### config.mk
export PLATFORM = sky130hd
export DESIGN_NAME = duo_adc_reader
export DESIGN_NICKNAME = d
export VERILOG_FILES = /design/src/rtl/duo_adc_pkg.sv /design/src/rtl/duo_adc_sclk.sv /design/src/rtl/duo_adc_lane.sv /design/src/rtl/duo_adc_fsm.sv /design/src/rtl/duo_adc_reader.sv
export SDC_FILE = /design/constraint.sdc
export NUM_CORES = 1
export LEC_CHECK = 0
export BUFFER_PORTS_ARGS = -buffer_cell sky130_fd_sc_hd__buf_2
export CAP_MARGIN = 20
export CORE_ASPECT_RATIO = 0.8
export CORE_MARGIN = 5
export CORE_UTILIZATION = 44
export DETAILED_ROUTE_END_ITERATION = 6
export PLACE_DENSITY_LB_ADDON = 0.05
export SLEW_MARGIN = 0
export SYNTH_ARGS = -nofsm -noshare
export SYNTH_HDL_FRONTEND = slang
export SYNTH_SLANG_ARGS = --single-unit
### constraint.sdc
create_clock -name clk -period 2 [get_ports clk]
set_clock_uncertainty 0.1 [all_clocks]
set_input_delay 0.1 -clock clk [delete_from_list [all_inputs] [get_ports clk]]
set_output_delay 0.1 -clock clk [all_outputs]
set_load 0.01 [all_outputs]
### src/rtl/duo_adc_pkg.sv
package duo_adc_pkg;

    typedef enum logic [2:0] {
        S_PWRUP,
        S_IDLE,
        S_CNV,
        S_WAIT,
        S_SHIFT,
        S_DONE,
        S_WAKE_LO,
        S_WAKE_WAIT
    } rd_state_t;

endpackage

### src/rtl/duo_adc_sclk.sv
module duo_adc_sclk #(
    parameter int CLK_DIV = 3
) (
    input  logic clk,
    input  logic rst_n,
    input  logic en,
    output logic sclk,
    output logic rise,
    output logic fall
);
    localparam int DW = (CLK_DIV > 1) ? $clog2(CLK_DIV) : 1;

    logic [DW-1:0] cnt;
    logic          tick;

    assign tick = en && (cnt == DW'(CLK_DIV - 1));
    assign rise = tick && !sclk;
    assign fall = tick && sclk;

    always_ff @(posedge clk or negedge rst_n) begin
        if (!rst_n) begin
            cnt  <= '0;
            sclk <= 1'b0;
        end else if (!en) begin
            cnt  <= '0;
            sclk <= 1'b0;
        end else if (tick) begin
            cnt  <= '0;
            sclk <= ~sclk;
        end else begin
            cnt  <= cnt + 1'b1;
        end
    end

endmodule

### src/rtl/duo_adc_lane.sv
module duo_adc_lane #(
    parameter int LEN = 30
) (
    input  logic           clk,
    input  logic           rst_n,
    input  logic           sample,
    input  logic           sdi,
    output logic [LEN-1:0] sr
);
    always_ff @(posedge clk or negedge rst_n) begin
        if (!rst_n) begin
            sr <= '0;
        end else if (sample) begin
            sr <= {sr[LEN-2:0], sdi};
        end
    end

endmodule

### src/rtl/duo_adc_fsm.sv
module duo_adc_fsm
    import duo_adc_pkg::*;
#(
    parameter int DATA_W    = 14,
    parameter int PAD_W     = 2,
    parameter int CNV_LOW   = 3,
    parameter int BUSY_TMO  = 200,
    parameter int PWRUP_CYC = 7000,
    parameter int WAKE_CYC  = 100
) (
    input  logic clk,
    input  logic rst_n,
    input  logic go,
    input  logic ext_mode,
    input  logic wake,
    input  logic busy,
    input  logic sclk_rise,
    input  logic sclk_fall,
    output logic cnv_n,
    output logic cs_n,
    output logic sclk_en,
    output logic ext_q,
    output logic tmo_q,
    output logic frame_done
);
    localparam int FRAME_BITS = 2 * DATA_W + PAD_W;
    localparam int BIT_W      = $clog2(FRAME_BITS + 1);
    localparam int MAX_AB     = (PWRUP_CYC > WAKE_CYC) ? PWRUP_CYC : WAKE_CYC;
    localparam int MAX_CD     = (BUSY_TMO > CNV_LOW) ? BUSY_TMO : CNV_LOW;
    localparam int CNT_MAX    = (MAX_AB > MAX_CD) ? MAX_AB : MAX_CD;
    localparam int CNT_W      = $clog2(CNT_MAX + 1);

    rd_state_t        state, nxt;
    logic [CNT_W-1:0] cyc;
    logic [BIT_W-1:0] bits;
    logic             busy_q;
    logic             busy_fell;
    logic             last_bit;

    assign busy_fell = busy_q && !busy;
    assign last_bit  = sclk_fall &&
                       (bits == (ext_q ? BIT_W'(FRAME_BITS) : BIT_W'(DATA_W)));

    // next-state decision
    always_comb begin
        nxt = state;
        unique case (state)
            S_PWRUP:     if (cyc == CNT_W'(PWRUP_CYC - 1)) nxt = S_IDLE;
            S_IDLE:      if (wake) nxt = S_WAKE_LO;
                         else if (go) nxt = S_CNV;
            S_CNV:       if (cyc == CNT_W'(CNV_LOW - 1)) nxt = S_WAIT;
            S_WAIT:      if (busy_fell || cyc == CNT_W'(BUSY_TMO - 1)) nxt = S_SHIFT;
            S_SHIFT:     if (last_bit) nxt = S_DONE;
            S_DONE:      nxt = S_IDLE;
            S_WAKE_LO:   if (cyc == CNT_W'(CNV_LOW - 1)) nxt = S_WAKE_WAIT;
            S_WAKE_WAIT: if (cyc == CNT_W'(WAKE_CYC - 1)) nxt = S_IDLE;
            default:     nxt = S_IDLE;
        endcase
    end

    // state register and its counters
    always_ff @(posedge clk or negedge rst_n) begin
        if (!rst_n) begin
            state  <= S_PWRUP;
            cyc    <= '0;
            bits   <= '0;
            busy_q <= 1'b0;
            ext_q  <= 1'b0;
            tmo_q  <= 1'b0;
        end else begin
            state  <= nxt;
            busy_q <= busy;
            cyc    <= (nxt != state) ? '0 : cyc + 1'b1;
            if (state != S_SHIFT)
                bits <= '0;
            else if (sclk_rise)
                bits <= bits + 1'b1;
            if (state == S_IDLE && nxt == S_CNV)
                ext_q <= ext_mode;
            if (state == S_WAIT && nxt == S_SHIFT)
                tmo_q <= !busy_fell;
        end
    end

    // outputs decoded from the state
    always_comb begin
        cnv_n      = !(state == S_CNV || state == S_WAKE_LO);
        cs_n       = (state != S_SHIFT);
        sclk_en    = (state == S_SHIFT);
        frame_done = (state == S_DONE);
    end


    busy_to_cs_chk: assert property (@(posedge clk) disable iff (!rst_n)
        (state == S_WAIT && busy_fell) |=> !cs_n);


    start_excl_chk: assert property (@(posedge clk) disable iff (!rst_n)
        !cs_n |-> cnv_n);

endmodule

### src/rtl/duo_adc_reader.sv
module duo_adc_reader #(
    parameter int DATA_W    = 14,
    parameter int PAD_W     = 2,
    parameter int CLK_DIV   = 3,
    parameter int CNV_LOW   = 3,
    parameter int BUSY_TMO  = 200,
    parameter int PWRUP_CYC = 7000,
    parameter int WAKE_CYC  = 100
) (
    input  logic              clk,
    input  logic              rst_n,
    input  logic              go,
    input  logic              ext_mode,
    input  logic              wake,
    input  logic              busy,
    input  logic              sdo_a,
    input  logic              sdo_b,
    output logic              cnv_n,
    output logic              cs_n,
    output logic              sclk,
    output logic [DATA_W-1:0] res_a,
    output logic [DATA_W-1:0] res_b,
    output logic [DATA_W-1:0] res_a_alt,
    output logic [DATA_W-1:0] res_b_alt,
    output logic              res_tmo,
    output logic              frame_err,
    output logic              res_valid
);
    localparam int LEN = 2 * DATA_W + PAD_W;

    logic           sclk_en, sclk_rise, sclk_fall;
    logic           ext_q, tmo_q, frame_done;
    logic [1:0]     sdo_vec;
    logic [LEN-1:0] sr [2];

    assign sdo_vec = {sdo_b, sdo_a};

    duo_adc_fsm #(
        .DATA_W(DATA_W), .PAD_W(PAD_W), .CNV_LOW(CNV_LOW),
        .BUSY_TMO(BUSY_TMO), .PWRUP_CYC(PWRUP_CYC), .WAKE_CYC(WAKE_CYC)
    ) u_fsm (
        .clk(clk), .rst_n(rst_n), .go(go), .ext_mode(ext_mode),
        .wake(wake), .busy(busy), .sclk_rise(sclk_rise),
        .sclk_fall(sclk_fall), .cnv_n(cnv_n), .cs_n(cs_n),
        .sclk_en(sclk_en), .ext_q(ext_q), .tmo_q(tmo_q),
        .frame_done(frame_done)
    );

    duo_adc_sclk #(.CLK_DIV(CLK_DIV)) u_sclk (
        .clk(clk), .rst_n(rst_n), .en(sclk_en),
        .sclk(sclk), .rise(sclk_rise), .fall(sclk_fall)
    );

    for (genvar g = 0; g < 2; g++) begin : g_lane
        duo_adc_lane #(.LEN(LEN)) u_lane (
            .clk(clk), .rst_n(rst_n), .sample(sclk_rise),
            .sdi(sdo_vec[g]), .sr(sr[g])
        );
    end

    always_ff @(posedge clk or negedge rst_n) begin
        if (!rst_n) begin
            res_a     <= '0;
            res_b     <= '0;
            res_a_alt <= '0;
            res_b_alt <= '0;
            res_tmo   <= 1'b0;
            frame_err <= 1'b0;
            res_valid <= 1'b0;
        end else begin
            res_valid <= frame_done;
            if (frame_done) begin
                res_tmo <= tmo_q;
                if (ext_q) begin
                    res_a     <= sr[0][LEN-1 -: DATA_W];
                    res_b     <= sr[1][LEN-1 -: DATA_W];
                    res_b_alt <= sr[0][PAD_W +: DATA_W];
                    res_a_alt <= sr[1][PAD_W +: DATA_W];
                    frame_err <= (|sr[0][PAD_W-1:0]) || (|sr[1][PAD_W-1:0]);
                end else begin
                    res_a     <= sr[0][DATA_W-1:0];
                    res_b     <= sr[1][DATA_W-1:0];
                    res_a_alt <= '0;
                    res_b_alt <= '0;
                    frame_err <= 1'b0;
                end
            end
        end
    end


    idle_sclk_chk: assert property (@(posedge clk) disable iff (!rst_n)
        cs_n |-> !sclk);


    sample_in_frame_chk: assert property (@(posedge clk) disable iff (!rst_n)
        sclk_rise |-> !cs_n);


    valid_pulse_chk: assert property (@(posedge clk) disable iff (!rst_n)
        res_valid |=> !res_valid);


    valid_after_cs_chk: assert property (@(posedge clk) disable iff (!rst_n)
        res_valid |-> cs_n);

endmodule

==> results.tsv, run 1 <==
stage	metric	value	unit
run_status	outcome	completed	
min_path	worst min-delay path category	input pin to async pin	
global_routing	antenna violations before repair	0	
yosys	synth top area cells	dfrtp_1 (59%), mux2_1 (11%), nand2_1 (6.0%)	
global_routing	GRT Overall Usage	15.74	%
critical_path	r2r setup slk	0.1	ns
clock_tree	Clock Path Buffers	2	
critical_path	Critical Path Fanout Max	13	
final_layout	Area Overhead vs Synth	21.15	%
final_layout	antenna cells	0	
critical_path	Worst R2R Path Depth	5	
place	routability congestion estimate	0.8259	
yosys	Yosys reg bits	146	
yosys	Synth top area share	58.53	%
place	Cell Area, Placed	6880	sq um
final_layout	commonest non-fill, non-tap cell in the layout	dfrtp_1	
sta	Final period util	95.13	%
sta	Final Hold Vio Count	0	
critical_path	CP Capture Type	flop	
floorplan	Die X-Extent	143.2	um
place	Port Buffers	69	
routing	final wirelength	12300	um
clock_tree	CTS buffer count	17	
yosys	post-synth top area cell	dfrtp_1	
routing	antenna violation net count after detailed routing	0	
routing	routed len/inst	15.18	um
routing	DRC	0	
clock_tree	CTS clk-pin slew, worst paths	0.06	ns
yosys	Avg Inst Size Synth	11.69	sq um
floorplan	row count	39	
global_routing	largest net degree at the start of global routing	61	
yosys	Mapped Cells	534	
yosys	Post-synth EDFFs	0	
sta	setup violators final	0	
critical_path	RR Startpoint	u_fsm.cyc[4]	
final_layout	design area	7562	sq um
floorplan	Starting Density	44.26	%
routing	1st-pass router iterations	4	
clock_tree	# clock sinks	146	
run	Max-cap violations	0	
global_routing	vias in the first global route	4032	
yosys	sequential fraction of the synthesis area	58.53	%
yosys	syn nets	546	
final_layout	layout cell share with drive strength beyond 1	21.88	%
yosys	mapped cell area	6242	sq um
sta	Tmin final	1.903	ns
clock_tree	H-tree levels	4	
critical_path	critical path startpoint category	flop	
power	Pleak	0.003685	uW
floorplan	Ports	70	
yosys	async set or reset register ratio after synthesis	100.0	%
power	Power per Cell Area	1060	nW/um^2
yosys	synth unique cells	44	
critical_path	Setup CP Type	flop to flop	
sta	Slew @ Worst Pin	0.7966	ns
sta	Slew headroom	46.89	%
place	placed insts	771	
floorplan	Die Span Y	116.5	um
clock_tree	CTS tree	yes	
routing	Vias/cell	4.983	
final_layout	Non-Filler Instances	810	
floorplan	core footprint	14100	sq um
power	worst IR drop on VDD	0.0008197	V
clock_tree	Root Driver	clkbuf_16	
critical_path	WP data required	2.24	ns
sta	fmax	0.5256	GHz
final_layout	Nets	625	
routing	via count	4036	
sta	max-slew violations	0	
critical_path	crit path DAT	2.14	ns
final_layout	commonest non-fill, non-tap cells in the layout	dfrtp_1 (145), nand2_1 (98), buf_2 (68)	
global_routing	first-pass GRT wire length	20640	um
critical_path	reg2reg end	u_fsm.cyc[12]	
place	hpwl dp	8298	um
floorplan	Die ar.	16680	sq um
yosys	top_reg_cell synth	dfrtp_1	
global_routing	global route total overflow	0	
yosys	Ys Warns	0	
routing	Starting DRT DRC Count	167	
sta	RSZ-0062 raised after global routing	true	
sta	worst hold margin	0.1179	ns
clock_tree	Clk Latency, worst-skew pair	0.41	ns
==> cells in the mapped netlist, drive strengths merged, types with 2 or more instances <==
cell / number
nor2: 16
nor4bb: 2
nand3b: 2
mux2i: 30
dfrtp: 146
ha: 4
xnor2: 7
xor2: 10
nor4: 2
nand2: 99
clkbuf: 18
mux2: 62
inv: 4
a211oi: 2
nand2b: 4
a21oi: 16
nor2b: 3
nand4: 7
o21ai: 61
nand3: 5
nor3: 7
buf: 14
and4: 2
==> area by class of cell <==
class,instances,area (sq um)
clock buffer,21,460.4
clock inverter,11,135.1
fill,1245,6540
inverter,4,15.01
multi-input combinational,352,2450
sequential,146,3655
tap,184,230.2
timing repair buffer,92,616.8
==> worst max path at each step <==
| stage | end | start | cells after the start |
|---|---|---|---|
| floorplan | u_fsm.cyc[8] | u_fsm.bits[0] | 8 |
| global placement | u_fsm.cyc[0] | u_fsm.bits[0] | 7 |
| detailed placement | u_fsm.cyc[12] | u_fsm.cyc[0] | 6 |
| CTS | u_fsm.cyc[12] | u_fsm.cyc[0] | 6 |
| global route | u_fsm.cyc[0] | u_fsm.cyc[0] | 7 |
| finish | u_fsm.cyc[12] | u_fsm.cyc[4] | 5 |
==> metal layers <==
| layer | vias to the layer above | part of all wire (%) | global-route usage [%] |
|---|---|---|---|
| met1 | 1954 | 50 | 22.60 |
| met3 | 17 | 4.3 | 3.807 |
| met5 | - | 0 | 0 |
| met4 | 0 | 1.2 | 6.080 |
| met2 | 66 | 44 | 23.22 |
| li1 | 1999 | - | - |
==> report_power, final <==
group / internal (uW) / switching, uW
Sequential: 3120 / 177
Combinational: 607 / 936
Clock: 2010 / 1170
==> worst max-delay path: stages (launching register included) <==
cell and delay [ns]:
dfrtp_1 0.46, nor4_4 0.36, and4bb_4 0.31, o211a_4 0.19
nand3b_4 0.21, a21oi_1 0.19
==> sequential cells by signal, indices dropped and copies added, names as in the netlist, 2 cells and up <==
name	cells
u_sclk.cnt	2
res_a_alt	14
res_b_alt	14
u_fsm.cyc	13
res_a	14
res_b	14
u_fsm.bits	5
g_lane.u_lane.sr	60
u_fsm.state	3
==> timing repair <==
item                                    in CTS  in global routing
resized for setup                            0                  3
hold buffers                                 7                  0
endpoints found under the setup margin       0                 13
buffers inserted                             0                  0
endpoints found under the hold margin      119                  0
==> logic make-up after synthesis <==
family	after synthesis	synth area share, %
muxes	92	16.00
DFF	146	58.53
xor gates and xnor gates	17	2.385
buffers and inverters	36	2.806
and+or+nand+nor	154	11.55
AOI/OAI and AO/OA	85	7.938
adders and majority gates	4	0.8018
==> through the flow <==
stage / utilization (%) / power, uW / setup TNS (ns) / setup slack, ns
after detailed placement: 48.79 / 4896 / 0 / 0.06599
after floorplan: - / 4439 / 0 / 0.1650
after CTS: 53.51 / 8132 / 0 / 0.04523
final: 53.62 / 8018 / 0 / 0.09733
after global placement: 48.79 / 4867 / 0 / 0.1088
after global routing: 53.62 / 8418 / -0.008215 / -0.008215
(Power assumes the default switching activity.)
==> run 2, diff against run 1 <==
==> constraint.sdc (replaced) <==
create_clock -name clk -period 2.3 [get_ports clk]
set_clock_uncertainty 0.1 [all_clocks]
set_input_delay 0.115 -clock clk [delete_from_list [all_inputs] [get_ports clk]]
set_output_delay 0.115 -clock clk [all_outputs]
set_load 0.01 [all_outputs]
==> results.tsv, run 2 (synthesis results as in run 1) <==
stage	metric	value	unit	change
run_status	outcome	completed		unchanged
critical_path	Critical Path, Cell by Cell	nor2b_1, nand3_1, mux2_2, dlygate4sd3_1		was nor4_4, and4bb_4, o211a_4, nand3b_4, a21oi_1
floorplan	Starting Density	44.26	%	unchanged
clock_tree	H-tree levels	4		unchanged
floorplan	Die Span Y	116.5	um	unchanged
global_routing	largest net degree at the start of global routing	96		was 61
routing	Starting DRT DRC Count	123		was 167
final_layout	antenna cells	0		unchanged
clock_tree	CTS tree	yes		unchanged
place	hpwl dp	7720	um	was 8298 um
floorplan	Die ar.	16680	sq um	unchanged
routing	antenna violation net count after detailed routing	0		unchanged
clock_tree	Root Driver	clkbuf_16		unchanged
floorplan	row count	39		unchanged
floorplan	Ports	70		unchanged
sta	Final period util	89.58	%	was 95.13%
routing	routed len/inst	14.77	um	was 15.18 um
critical_path	WP data required	2.49	ns	was 2.24 ns
sta	RSZ-0062 raised after global routing	false		was true
power	Pleak	0.003644	uW	was 0.003685 uW
critical_path	Top Family by Delay on Critical Path	buffers and inverters		was simple AND/OR/NAND/NOR gates
critical_path	RR Startpoint	u_fsm.state[0]		was u_fsm.cyc[4]
clock_tree	Clock Path Buffers	2		unchanged
sta	worst hold margin	0.1851	ns	was 0.1179 ns
final_layout	Top reg by flops	g_lane.u_lane.sr		unchanged
routing	via count	4058		was 4036
place	Port Buffers	69		unchanged
sta	Slew headroom	45.38	%	was 46.89%
final_layout	Nets	619		was 625
sta	setup violators final	0		unchanged
final_layout	design area	7486	sq um	was 7562 sq um
critical_path	Setup CP Type	flop to flop		unchanged
critical_path	critical path startpoint category	flop		unchanged
clock_tree	CTS resizes	0		unchanged
global_routing	vias in the first global route	4088		was 4032
power	worst IR drop on VDD	0.0007221	V	was 0.0008197 V
routing	DRC	0		unchanged
critical_path	Critical Path Fanout Max	12		was 13
routing	1st-pass router iterations	4		unchanged
critical_path	CP max stage delay	0.56	ns	was 0.46 ns
sta	Slew @ Worst Pin	0.8194	ns	was 0.7966 ns
critical_path	reg2reg end	u_fsm.ext_q		was u_fsm.cyc[12]
sta	max-slew violations	0		unchanged
sta	Final Hold Vio Count	0		unchanged
min_path	worst min-delay path category	input pin to async pin		unchanged
final_layout	commonest non-fill, non-tap cells in the layout	dfrtp_1 (145), nand2_1 (98), buf_2 (68)		unchanged
floorplan	Die X-Extent	143.2	um	unchanged
power	Overall Power	6928	uW	was 8018 uW
place	placed insts	763		was 771
final_layout	max FFs per register	60		unchanged
global_routing	GRT Overall Usage	15.52	%	was 15.74%
critical_path	crit path DAT	2.25	ns	was 2.14 ns
run	Max-cap violations	0		unchanged
clock_tree	CTS buffer count	17		unchanged
global_routing	global route total overflow	0		unchanged
place	Cell Area, Placed	6783	sq um	was 6880 sq um
critical_path	slowest cell on the critical path	dlygate4sd3_1		was dfrtp_1
place	routability congestion estimate	0.8141		was 0.8259
power	Power per Cell Area	925.4	nW/um^2	was 1060 nW/um^2
global_routing	antenna violations before repair	0		unchanged
sta	Tmin final	2.060	ns	was 1.903 ns
clock_tree	CTS clk-pin slew, worst paths	0.06	ns	about the same
clock_tree	Clk Latency, worst-skew pair	0.42	ns	was 0.41 ns
critical_path	buffer and inverter count on the worst path	1		was 0
final_layout	Non-Filler Instances	804		was 810
global_routing	first-pass GRT wire length	20410	um	was 20640 um
critical_path	Worst R2R Path Depth	4		was 5
floorplan	core footprint	14100	sq um	unchanged
sta	Post-Route Setup TNS	0	ns	unchanged
final_layout	layout cell share with drive strength beyond 1	20.81	%	was 21.88%
global_routing	routing usage on met3	4.462	%	was 3.807%
sta	fmax	0.4853	GHz	was 0.5256 GHz
critical_path	CP Capture Type	flop		unchanged
final_layout	commonest non-fill, non-tap cell in the layout	dfrtp_1		unchanged
clock_tree	# clock sinks	146		unchanged
global_routing	grt peak-use layer	met2		unchanged
global_routing	met1 usage	21.96	%	was 22.60%
final_layout	Area Overhead vs Synth	19.92	%	was 21.15%
critical_path	r2r setup slk	0.24	ns	was 0.1 ns
routing	Vias/cell	5.047		was 4.983
routing	final wirelength	11880	um	was 12300 um
global_routing	M2 GR Usage	22.97	%	was 23.22%
[run 2: layer usage]
layer / vias up / wire length (um)
met4: 0 / 159
met3: 13 / 607
met2: 70 / 5108
met1: 1983 / 6002
met5: - / 0
li1: 1992 / -
[run 2: worst max path at each step]
stage | startpoint | endpoint | slack (ns) | cells past startpoint
6_report | u_fsm.state[0] | u_fsm.ext_q | 0.24 | 4
5_1_grt | u_fsm.state[0] | u_fsm.ext_q | 0.12 | 4
4_1_cts | u_fsm.state[0] | u_fsm.ext_q | 0.23 | 4
3_5_place_dp | u_fsm.cyc[0] | u_fsm.cyc[0] | 0.29 | 6
3_3_place_gp | u_fsm.cyc[0] | u_fsm.cyc[0] | 0.38 | 6
2_1_floorplan | u_fsm.bits[0] | u_fsm.cyc[8] | 0.47 | 8
[run 2: layout make-up]
cell class                 count  area [sq um]
fill                        1273          6616
sequential                   146          3655
multi-input combinational    352          2434
timing repair buffer          86         539.3
clock buffer                  19         452.9
tap                          184         230.2
clock inverter                13         160.2
inverter                       4         15.01
[run 2: through the flow]
step / setup slack (ns) / util (%)
finish: 0.2396 / 53.08
global route: 0.1179 / 53.08
CTS: 0.2284 / 53.08
detailed placement: 0.2898 / 48.10
global placement: 0.3801 / 48.10
floorplan: 0.4650 / -
[run 2: what timing repair did]
action | CTS | global route
hold buffers | 9 | 0
hold endpoints to repair | 71 | 0
setup buffers | 0 | 0
[run 2: power by group]
part	total [uW]	switching, uW	internal (uW)
clock	2820	1060	1760
combinational	1200	745	458
sequential	2900	193	2710
total	6930	2000	4930
==> run 3, diff against run 2 <==
--- a/config.mk
+++ b/config.mk
@@ -12,6 +12,7 @@
 export CORE_UTILIZATION = 44
 export DETAILED_ROUTE_END_ITERATION = 6
 export PLACE_DENSITY_LB_ADDON = 0.05
+export REMOVE_ABC_BUFFERS = 1
 export SLEW_MARGIN = 0
 export SYNTH_ARGS = -nofsm -noshare
 export SYNTH_HDL_FRONTEND = slang
==> results.tsv, run 3 (synthesis results as in run 1) <==
stage	metric	value	unit	change
run_status	outcome	completed		unchanged
floorplan	core footprint	14100	sq um	unchanged
place	routability congestion estimate	0.8265		was 0.8141
run	Max-cap violations	0		unchanged
global_routing	vias in the first global route	4252		was 4088
global_routing	largest net degree at the start of global routing	63		was 96
final_layout	Area Overhead vs Synth	19.96	%	was 19.92%
final_layout	layout cell share with drive strength beyond 1	21.22	%	was 20.81%
sta	Final Hold Vio Count	0		unchanged
sta	setup violators final	0		unchanged
routing	DRC	0		unchanged
critical_path	critical path startpoint category	flop		unchanged
clock_tree	# clock sinks	146		unchanged
global_routing	GRT Overall Usage	16.31	%	was 15.52%
critical_path	crit path DAT	2.31	ns	was 2.25 ns
power	Power Internal	4901	uW	was 4930 uW
sta	Final period util	91.57	%	was 89.58%
critical_path	RR Startpoint	u_fsm.state[0]		unchanged
floorplan	Die Span Y	116.5	um	unchanged
min_path	worst min-delay path category	input pin to async pin		unchanged
critical_path	CP Capture Type	flop		unchanged
routing	antenna violation net count after detailed routing	0		unchanged
place	placed insts	766		was 763
clock_tree	CTS tree	yes		unchanged
sta	Slew headroom	47.23	%	was 45.38%
routing	1st-pass router iterations	4		unchanged
final_layout	Non-Filler Instances	806		was 804
clock_tree	Root Driver	clkbuf_16		unchanged
critical_path	WP data required	2.50	ns	was 2.49 ns
sta	fmax	0.4748	GHz	was 0.4853 GHz
global_routing	first-pass GRT wire length	21270	um	was 20410 um
sta	worst hold margin	0.1446	ns	was 0.1851 ns
power	sequential share of power	41.7	%	was 41.9%
power	Comb pwr share	17.8	%	was 17.4%
final_layout	max FFs per register	60		unchanged
sta	Slew @ Worst Pin	0.7915	ns	was 0.8194 ns
floorplan	Die X-Extent	143.2	um	unchanged
sta	Post-Route Setup TNS	0	ns	unchanged
power	Power per Cell Area	922.4	nW/um^2	was 925.4 nW/um^2
critical_path	slowest cell on the critical path	dlygate4sd3_1		unchanged
power	worst IR drop on VDD	0.0004932	V	was 0.0007221 V
final_layout	commonest non-fill, non-tap cell in the layout	dfrtp_1		unchanged
routing	Vias/cell	4.969		was 5.047
critical_path	Critical Path Fanout Max	12		unchanged
sta	RSZ-0062 raised after global routing	false		unchanged
final_layout	Nets	621		was 619
final_layout	Top reg by flops	g_lane.u_lane.sr		unchanged
floorplan	Starting Density	44.26	%	unchanged
place	hpwl dp	7879	um	was 7720 um
critical_path	reg2reg end	u_fsm.ext_q		unchanged
critical_path	origin of the worst setup path	u_fsm.state[0]		unchanged
place	Port Buffers	69		unchanged
sta	max-slew violations	0		unchanged
critical_path	r2r setup slk	0.19	ns	was 0.24 ns
critical_path	buffer and inverter count on the worst path	1		unchanged
clock_tree	Clock Path Buffers	2		unchanged
power	P_sw	2007	uW	was 1998 uW
sta	Tmin final	2.106	ns	was 2.060 ns
power	Pleak	0.003646	uW	was 0.003644 uW
floorplan	row count	39		unchanged
power	clock share of power	40.5	%	was 40.7%
routing	routed len/inst	15.10	um	was 14.77 um
final_layout	antenna cells	0		unchanged
floorplan	Die ar.	16680	sq um	unchanged
critical_path	Setup CP Type	flop to flop		unchanged
clock_tree	CTS buffer count	17		unchanged
global_routing	global route total overflow	0		unchanged
routing	Starting DRT DRC Count	158		was 123
clock_tree	CTS clk-pin slew, worst paths	0.06	ns	about the same
clock_tree	Clk Latency, worst-skew pair	0.42	ns	about the same
critical_path	CP Depth	4		unchanged
final_layout	commonest non-fill, non-tap cells in the layout	dfrtp_1 (145), nand2_1 (98), buf_2 (68)		unchanged
routing	via count	4005		was 4058
critical_path	Worst R2R Path Depth	4		unchanged
global_routing	antenna violations before repair	0		unchanged
critical_path	Top Family by Delay on Critical Path	buffers and inverters		unchanged
power	Sw Share	29.05	%	was 28.84%
critical_path	Critical Path, Cell by Cell	nor2b_1, nand3_1, mux2_2, dlygate4sd3_1		unchanged
clock_tree	H-tree levels	4		unchanged
critical_path	CP max stage delay	0.55	ns	was 0.56 ns
floorplan	Ports	70		unchanged
routing	final wirelength	12170	um	was 11880 um
run 3: power groups by stage:
stage	combinational (uW)	clock (uW)	sequential, uW
floorplan	671	0	3040
global placement	1220	0	2910
detailed placement	1230	0	2920
CTS	1250	2880	2880
global route	1380	3010	2900
finish	1230	2800	2880
run 3: stage by stage:
step                      instance area, sq um  util [%]  setup slack (ns)  power (uW)
after floorplan                           6082         -           -0.9970        3712
after global placement                    6805     48.26            0.3477        4130
after detailed placement                  6805     48.26            0.2530        4147
after CTS                                 7488     53.10            0.1942        7006
after global routing                      7488     53.10           0.07531        7282
final                                     7488     53.10            0.1939        6908
run 3: worst max path at each step:
stage                                  end
floorplan           g_lane[0].u_lane.sr[0]
global placement              u_fsm.cyc[1]
detailed placement            u_fsm.cyc[9]
CTS                            u_fsm.ext_q
global route                   u_fsm.ext_q
finish                         u_fsm.ext_q
run 3: layout make-up:
cell class	instances	area, sq um
fill	1287	6614
tap	184	230.2
timing repair buffer	88	551.8
inverter	4	15.01
clock inverter	14	163.9
multi-input combinational	352	2434
clock buffer	18	439.2
sequential	146	3655
run 3: layer usage:
layer | global-route usage, % | wire [um] | up-vias
met2 | 24.16 | 5367 | 56
met3 | 4.871 | 538 | 14
met5 | 0 | 0 | -
met4 | 6.840 | 178 | 0
li1 | - | - | 1986
met1 | 22.50 | 6089 | 1949
run 3: what timing repair did:
action | CTS | global route
endpoints found under the hold margin | 65 | 0
gates resized for setup | 0 | 0
buffers inserted | 0 | 0
hold buffers | 8 | 0
run 3: worst reg2reg max path: stages, from the launching register on:
cell and delay, ns:
dfrtp_1 0.54, nor2b_1 0.37, nand3_1 0.14, mux2_2 0.28
dlygate4sd3_1 0.55
